[src/rtl/ro_pkg.sv]
package ro_pkg;
  localparam int unsigned WORD_W = 32;

  typedef enum logic [2:0] {
    ST_IDLE,
    ST_WAIT_TOK,
    ST_ARMED,
    ST_SETUP,
    ST_ACK,
    ST_PASS
  } ro_state_e;
endpackage

[src/rtl/ro_fifo.sv]
module ro_fifo #(
  parameter int unsigned WIDTH = 32,
  parameter int unsigned DEPTH = 8,
  localparam int unsigned PTR_W = (DEPTH > 1) ? $clog2(DEPTH) : 1,
  localparam int unsigned CNT_W = $clog2(DEPTH + 1)
) (
  input  logic             clk_i,
  input  logic             rst_ni,
  input  logic             wr_en_i,
  input  logic [WIDTH-1:0] wr_data_i,
  input  logic             pop_i,
  output logic [WIDTH-1:0] head_o,
  output logic [CNT_W-1:0] cnt_o,
  output logic             full_o
);
  logic [WIDTH-1:0] mem_q [DEPTH];
  logic [PTR_W-1:0] wptr_q, rptr_q;
  logic [CNT_W-1:0] cnt_q;
  logic             push, pop;

  assign full_o = (cnt_q == CNT_W'(DEPTH));
  assign push   = wr_en_i && !full_o;
  assign pop    = pop_i && (cnt_q != '0);
  assign head_o = mem_q[rptr_q];
  assign cnt_o  = cnt_q;

  function automatic logic [PTR_W-1:0] nxt(input logic [PTR_W-1:0] p);
    return (p == PTR_W'(DEPTH - 1)) ? '0 : p + 1'b1;
  endfunction

  always_ff @(posedge clk_i) begin
    if (push) mem_q[wptr_q] <= wr_data_i;
  end

  always_ff @(posedge clk_i or negedge rst_ni) begin
    if (!rst_ni) begin
      wptr_q <= '0;
      rptr_q <= '0;
      cnt_q  <= '0;
    end else begin
      if (push) wptr_q <= nxt(wptr_q);
      if (pop)  rptr_q <= nxt(rptr_q);
      case ({push, pop})
        2'b10:   cnt_q <= cnt_q + 1'b1;
        2'b01:   cnt_q <= cnt_q - 1'b1;
        default: cnt_q <= cnt_q;
      endcase
    end
  end
endmodule

[src/rtl/ro_seq.sv]
module ro_seq
  import ro_pkg::*;
#(
  parameter int unsigned WIDTH = 32,
  parameter int unsigned CNT_W = 4
) (
  input  logic             clk_i,
  input  logic             rst_ni,
  input  logic             val_i,
  input  logic             token_i,
  input  logic             ds_i,
  input  logic [CNT_W-1:0] fifo_cnt_i,
  input  logic [WIDTH-1:0] head_i,
  output logic             pop_o,
  output logic             token_o,
  output logic             ack_o,
  output logic [WIDTH-1:0] data_o,
  output logic             data_oe_o,
  output logic             busy_no
);
  ro_state_e        state_q, state_d;
  logic [CNT_W-1:0] owed_q;
  logic [WIDTH-1:0] data_q;
  logic             accept, last;

  assign accept = val_i && (state_q == ST_IDLE || state_q == ST_PASS);
  assign last   = (owed_q == CNT_W'(1));
  assign pop_o  = (state_q == ST_ACK) && !ds_i;

  always_comb begin
    state_d = state_q;
    unique case (state_q)
      ST_IDLE, ST_PASS: if (val_i) state_d = ST_WAIT_TOK;
      ST_WAIT_TOK:      if (token_i) state_d = (owed_q == '0) ? ST_PASS : ST_ARMED;
      ST_ARMED:         if (ds_i) state_d = ST_SETUP;
      ST_SETUP:         state_d = ST_ACK;
      ST_ACK:           if (!ds_i) state_d = last ? ST_PASS : ST_ARMED;
      default:          state_d = ST_IDLE;
    endcase
  end

  always_ff @(posedge clk_i or negedge rst_ni) begin
    if (!rst_ni) begin
      state_q <= ST_IDLE;
      owed_q  <= '0;
      data_q  <= '0;
    end else begin
      state_q <= state_d;
      // snapshot excludes a write landing on the accepting edge
      if (accept)      owed_q <= fifo_cnt_i;
      else if (pop_o)  owed_q <= owed_q - 1'b1;
      if (state_q == ST_ARMED && ds_i) data_q <= head_i;
    end
  end

  assign token_o   = (state_q == ST_PASS);
  assign ack_o     = (state_q == ST_ACK);
  assign data_oe_o = (state_q == ST_SETUP) || (state_q == ST_ACK);
  assign data_o    = data_q;
  assign busy_no   = (state_q == ST_IDLE) || (state_q == ST_PASS);
endmodule

[src/rtl/ro_slave.sv]
module ro_slave
  import ro_pkg::*;
#(
  parameter int unsigned DEPTH = 8,
  localparam int unsigned CNT_W = $clog2(DEPTH + 1)
) (
  input  logic              clk_i,
  input  logic              rst_ni,
  input  logic              val_i,
  input  logic              token_i,
  output logic              token_o,
  input  logic              ds_i,
  output logic              ack_o,
  output logic [WORD_W-1:0] data_o,
  output logic              data_oe_o,
  output logic              busy_no,
  input  logic              wr_en_i,
  input  logic [WORD_W-1:0] wr_data_i,
  output logic              full_o
);
  logic [WORD_W-1:0] head;
  logic [CNT_W-1:0]  cnt;
  logic              pop;

  ro_fifo #(.WIDTH(WORD_W), .DEPTH(DEPTH)) u_fifo (
    .clk_i, .rst_ni, .wr_en_i, .wr_data_i,
    .pop_i(pop), .head_o(head), .cnt_o(cnt), .full_o
  );

  ro_seq #(.WIDTH(WORD_W), .CNT_W(CNT_W)) u_seq (
    .clk_i, .rst_ni, .val_i, .token_i, .ds_i,
    .fifo_cnt_i(cnt), .head_i(head), .pop_o(pop),
    .token_o, .ack_o, .data_o, .data_oe_o, .busy_no
  );
endmodule

[config.mk]
export PLATFORM = sky130hd
export DESIGN_NAME = ro_slave
export DESIGN_NICKNAME = d
export VERILOG_FILES = /design/src/rtl/ro_pkg.sv /design/src/rtl/ro_fifo.sv /design/src/rtl/ro_seq.sv /design/src/rtl/ro_slave.sv
export SDC_FILE = /design/constraint.sdc
export NUM_CORES = 1
export LEC_CHECK = 0
export BUFFER_PORTS_ARGS = -buffer_cell sky130_fd_sc_hd__buf_2
export CORE_MARGIN = 5
export CORE_UTILIZATION = 40
export DETAILED_ROUTE_END_ITERATION = 12
export PLACE_DENSITY = 0.68
export SLEW_MARGIN = 25
export SYNTH_ARGS = -nofsm -noshare
export SYNTH_HDL_FRONTEND = slang
export SYNTH_SLANG_ARGS = --single-unit
[constraint.sdc]
create_clock -name clk_i -period 5.3 [get_ports clk_i]
set_clock_uncertainty 0.15 [all_clocks]
set_input_delay 0.53 -clock clk_i [delete_from_list [all_inputs] [get_ports clk_i]]
set_output_delay 0.53 -clock clk_i [all_outputs]
set_load 0.02 [all_outputs]
Yosys cells after proc, flatten, opt, wreduce, memory -nomap -nowiden
Memory sizes are Yosys's and may differ from the RTL's. A register that Yosys moved wholly into a read port is not among the register bits.
Cells that the tools add are included.
{"block": "op_classes", "n_eq_ne": 15, "add_sub_neg": 5, "n_reduce_logical": 17, "mux": 14}
{"cell": "3-bit two-way mux", "n": 8}
{"cell": "3-bit one-hot mux with 5 select lines", "n": 1}
{"cell": "3-bit == test, second input constant", "n": 4}
{"cell": "4-bit two-way mux", "n": 2}
{"cell": "2-bit != test, second input constant", "n": 4}
{"cell": "4-bit one-hot mux with 2 select lines", "n": 1}
{"cell": "4-bit by 1-bit subtractor with 4-bit output, second input constant", "n": 2}
{"cell": "3-bit by 1-bit adder with 3-bit output, second input constant", "n": 2}
{"cell": "3-bit by 2-bit == test with 1-bit output, second input constant", "n": 2}
{"cell": "1-bit logical AND", "n": 5}
{"cell": "4-bit by 1-bit adder with 4-bit output, second input constant", "n": 1}
{"cell": "4-bit by 1-bit == test with 1-bit output, second input constant", "n": 1}
{"cell": "4-bit == test, second input constant", "n": 1}
{"cell": "4-bit zero test", "n": 1}
{"cell": "4-bit AND reduction", "n": 1}
{"cell": "2-bit nonzero test", "n": 2}
{"cell": "4-bit nonzero test", "n": 1}
{"cell": "3-bit by 1-bit == test with 1-bit output, second input constant", "n": 1}
{"cell": "1-bit zero test", "n": 3}
{"cell": "3-bit zero test", "n": 1}
{"cell": "2-bit by 1-bit == test with 1-bit output, second input constant", "n": 1}
{"cell": "2-bit == test, second input constant", "n": 1}
{"cell": "1-bit logical OR", "n": 2}
{"cell": "1-bit two-way mux", "n": 2}
{"cell": "2-bit OR reduction", "n": 1}
{"block": "word_totals", "output_inout_bits": 37, "elab_cells": 57, "ff_bits": 17, "mem_count": 1, "ram_bits": 256, "inputBits": 38}
{"memory": "u_fifo.mem_q", "depth": 8, "width": 32, "read_ports": 1, "rd_ports_with_merged_regs": 1, "wr": 1, "line": "ro_fifo.sv:16", "rtl": "logic [WIDTH-1:0] mem_q [DEPTH];"}

Depth between registers and ports, before layout
{"block": "logic_depth", "ltp_word": 5, "ltp_mapped": 11, "depth_no_buf": 10}

Cells and area by module
From an unflattened synthesis, not the netlist that was laid out.
{"block": "unflattened", "cells_unflattened": 569, "area_unflattened_um2": 12074.1}
{"module": "ro_fifo", "cells_each": 436, "n_inst": 1, "seq_area_each_um2": 7937.6, "area_each_um2": 10319.9}
{"module": "ro_seq", "cells_each": 133, "n_inst": 1, "seq_area_each_um2": 975.9, "area_each_um2": 1754.2}

Worst setup path after synthesis
No wires, ideal clock.
{"block": "synth_timing", "path_type": "register to register", "from": "reg u_fifo.cnt_q[1] (netlist: u_fifo.cnt_o[1])", "to": "mem u_fifo.mem_q[0][0], enable pin", "required_ns": 4.649, "arrival_time_ns": 3.952, "synth_period_minus_slack_ns": 4.603, "path_slack_ns": 0.697, "stages_incl_launch_ff": 6, "n_path_buf": 1, "setup_ns": 0.501, "cell_sequence": "dfrtp_1 -> clkbuf_1 -> nor3_2 -> nand2_1 -> nand2_2 -> nor4_1"}
{"block": "synth_between", "elab_chain_cells": 5}
{"item": "start, declared", "line": "ro_fifo.sv:18", "rtl": "logic [CNT_W-1:0] cnt_q;"}
{"item": "start signal, assigned", "line": "ro_fifo.sv:44", "rtl": "2'b10: cnt_q <= cnt_q + 1'b1;"}
{"item": "start signal, assigned", "line": "ro_fifo.sv:45", "rtl": "2'b01: cnt_q <= cnt_q - 1'b1;"}
{"item": "start signal, assigned", "line": "ro_fifo.sv:46", "rtl": "default: cnt_q <= cnt_q;"}
{"item": "4-bit == test", "line": "ro_fifo.sv:21", "rtl": "assign full_o = (cnt_q == CNT_W'(DEPTH));"}
{"item": "1-bit zero test", "line": "ro_fifo.sv:22", "rtl": "assign push = wr_en_i && !full_o;"}
{"item": "1-bit logical AND", "line": "ro_fifo.sv:22"}
{"item": "1-bit two-way mux", "line": "ro_fifo.sv:32", "rtl": "if (push) mem_q[wptr_q] <= wr_data_i;"}
{"item": "1-bit two-way mux (not written as such)", "line": "ro_fifo.sv:32"}
{"item": "end, declared", "line": "ro_fifo.sv:16"}
Every way passes these cells.

Worst setup path after layout
{"block": "layout_timing", "from": "reg u_seq.state_q[0]", "to": "reg u_fifo.cnt_q[2] (netlist: u_fifo.cnt_o[2])"}
{"block": "layout_between", "elab_chain_cells": 5, "word_cells_on_any_way": 7, "classes_between": "3 x eq/ne; 1 x mux; 3 x reduce/logical"}
{"item": "start, declared", "line": "ro_seq.sv:21", "rtl": "ro_state_e state_q, state_d;"}
{"item": "start signal, assigned", "line": "ro_seq.sv:48", "rtl": "state_q <= state_d;"}
{"item": "3-bit == test *", "line": "ro_seq.sv:28", "rtl": "assign pop_o = (state_q == ST_ACK) && !ds_i;"}
{"item": "1-bit logical AND *", "line": "ro_seq.sv:28"}
{"item": "1-bit logical AND *", "line": "ro_fifo.sv:23", "rtl": "assign pop = pop_i && (cnt_q != '0);"}
{"item": "named net u_fifo.pop", "line": "ro_fifo.sv:19", "rtl": "logic push, pop;"}
{"item": "2-bit by 1-bit == test with 1-bit output or 2-bit == test (tied branches)", "line": "ro_fifo.sv:43", "rtl": "case ({push, pop})"}
{"item": "4-bit one-hot mux with 2 select lines or 2-bit nonzero test (tied branches)"}
Mark *: on every way through the listed nets, which the timed path passes. The rest lies on a longest branch.
A chain may end at the register's enable or synchronous reset.

==> results.cfg <==
[logic_synthesis]
avgSynthCellArea_um2 = 16.2
syn_inst = 742
synthesis.nets = 789
ys_types = 44
yosys_warnings = 0
yosys_most_used_dff = edfxtp_1
synth_edf_count = 256
synth-async-reset-ratio_pct = 16.1
ys_seq_elements = 305
syn_area_mm2 = 0.0121
synth_seq_area_share_pct = 73.9

[placed_design]
dp_slack_ns = 2.55
routabilityCongestion = 0.737
dpl_cell_area_mm2 = 0.0129
hpwl_mm = 12.6
dp_cells = 1182
portBuffers = 74

[sta]
finalHoldViolCount = 0
setup_tns_ns = 0
rsz0062_at_grt = no
tightestPinTransition_ns = 1.05
holdWs_ns = 0.000386
period_minus_slack_ns = 2.72
finalSetupViolCount = 0
finalMaxSlewViolations = 0
setup_slack_ns = 2.58
relSlewSlack_pct = 30.3
finalCritPeriodShare_pct = 51.3
clock.fmax_ghz = 0.368

[setup_path]
critPathArrivalTime_ns = 2.99
start_kind = register
worst-setup-path-type = reg2reg
crit_path_end = u_fifo.cnt_o[2]$_DFFE_PN0P_
slowest_stage = dfrtp_1
critical-path-max-stage-delay_ns = 0.54
r2r-end = u_fifo.cnt_o[2]$_DFFE_PN0P_
worst_path_most_repeated_cell = xor2_1
required_ns = 5.57
ff2ff_setup_slack_ns = 2.58
cp_cell_sequence = nor4b_4 > a21boi_4 > ha_1 > xor2_1 > ha_1 > a21oi_1 > xor2_1 > nor2_1 > xor2_1
startpoint = u_seq.state_q[0]$_DFFE_PN0P_
critPathMaxFanout = 14
r2r_start = u_seq.state_q[0]$_DFFE_PN0P_
crit_path_end_kind = register
r2r_cells = 9

[layout]
antennaDiodeCount = 0
final_cell_mix = edfxtp_1 (256), mux2i_1 (131), buf_2 (74)
final_nets = 871
final_cells = 1238
fin_area_mm2 = 0.0140
drive_gt1_share_pct = 18.4
final_common_cell = edfxtp_1
syn2layout_area_growth_pct = 16.1
nFillCells = 2464

[clocking]
numCtsBuffers = 30
clock_sinks = 305
cts_hold_buf = 0
clock_path_buffers = 3
clk-insertion-delay-late_ns = 0.54
clk_pin_slew_ns = 0.06
root_buffer = clkbuf_16
post_cts_buffers = 0
cts_resized = 0
tritoncts = built
htreeDepth = 1

[floorplanning]
die-area_mm2 = 0.0337
io_pins = 75
coreArea_mm2 = 0.0297
rows = 63
fp.dieH_um = 184
die_w_um = 184
start_util_pct = 40.6

[grt]
grt_max_degree = 73
grt_pass1_vias = 6389
grt_pass1_wl_mm = 36.6
grt_usage_pct = 13.8
antenna_found_initial = 2
grt-ovfl-total = 0

[route]
vias = 6378
firstDrtPassIters = 4
vias_per_cell = 5.15
initialDrtViolationCount = 454
drc_errors = 0
antenna_left = 0
routed_wl_mm = 23.3
wire_per_inst_um = 18.8

[min_path]
holdCritPathClass = in2async

[outcome]
status = complete, no violations

[job]
drv_cap = 0

[power]
p_per_area_mw_per_mm2 = 550
p_leak_nw = 5.27
vdd_drop_max_uv = 301
Yosys cell counts, types with 4 or more instances:
cell type	n	area, um^2
a21oi_1	4	20.0
mux2i_1	131	1310
nor2_1	12	45.0
a22oi_1	64	480
o21ai_0	19	95.1
dfrtp_1	49	1230
nor3_1	7	35.0
nand2_1	71	267
mux2_2	4	45.0
edfxtp_1	256	7690
ha_1	9	113
inv_1	7	26.3
o21ai_1	21	105
nand2b_1	4	25.0
buf_4	9	67.6
nor2b_1	7	43.8
xor2_1	5	43.8
buf_2	9	45.0
clkbuf_1	21	78.8
state kept, by name, indices dropped and copies added, names as in the netlist:
name           flops
u_fifo.wptr_q      3
u_seq.data_o      32
u_seq.state_q      3
u_seq.owed_q       4
u_fifo.rptr_q      3
u_fifo.mem_q     256
u_fifo.cnt_o       4
final cells by class:
cell class | count | area [um^2] | area share, %
Clock buffer | 35 | 791 | 5.65
Clock inverter | 21 | 278 | 1.98
Inverter | 7 | 26.3 | 0.188
Multi-Input combinational cell | 390 | 2970 | 21.2
Sequential cell | 305 | 8920 | 63.7
Tap cell | 390 | 488 | 3.49
Timing Repair Buffer | 90 | 523 | 3.74
layer usage:
metal  track usage [%]  up-vias  wire length (um)
li1                  -     3016                 -
met1              19.0     3204             10400
met2              22.9      117             11300
met3              2.57       37              1140
met4              3.40        4               444
met5                 0        -                27
cell families after synthesis:
logic type / after synthesis / synth area share, %
AOI/OAI and AO/OA: 119 / 6.65
xor gates and xnor gates: 8 / 0.581
adders and majority gates: 9 / 0.934
buffers and inverters: 47 / 1.85
DFF: 305 / 73.9
muxes: 138 / 11.5
and+or+nand+nor: 116 / 4.50
power breakdown:
group / total [mW] / internal [mW] / switching [mW]
Combinational: 2.02 / 0.799 / 1.22
Sequential: 3.43 / 3.09 / 0.341
Clock: 2.25 / 1.40 / 0.844
worst min-delay path by stage:
| stage | startpoint | end | cells after the start |
|---|---|---|---|
| 6_report | rst_ni | u_seq.data_o[14]$_DFFE_PN0P_ | 2 |
| 5_1_grt | rst_ni | u_seq.data_o[14]$_DFFE_PN0P_ | 2 |
| 4_1_cts | rst_ni | u_seq.data_o[14]$_DFFE_PN0P_ | 2 |
| 3_5_place_dp | u_seq.data_o[19]$_DFFE_PN0P_ | u_seq.data_o[19]$_DFFE_PN0P_ | 2 |
| 3_3_place_gp | u_seq.data_o[12]$_DFFE_PN0P_ | u_seq.data_o[12]$_DFFE_PN0P_ | 2 |
| 2_1_floorplan | rst_ni | u_fifo.cnt_o[0]$_DFFE_PN0P_ | 0 |
worst max-delay path: cells and delay by family, from the launching register on:
kind | cells | cell delay [ns]
fa+ha+maj | 2 | 0.48
flops | 1 | 0.54
xor+xnor | 3 | 0.39
compound gates | 2 | 0.47
simple gates | 2 | 0.57
metrics by stage:
stage / total power, mW / utilization (%)
6_report: 7.70 / 47.1
5_1_grt: 8.12 / 47.1
3_3_place_gp: 5.47 / 43.4
4_1_cts: 7.80 / 47.1
2_1_floorplan: 4.88 / -
3_5_place_dp: 5.54 / 43.5
(Power assumes the default switching activity.)
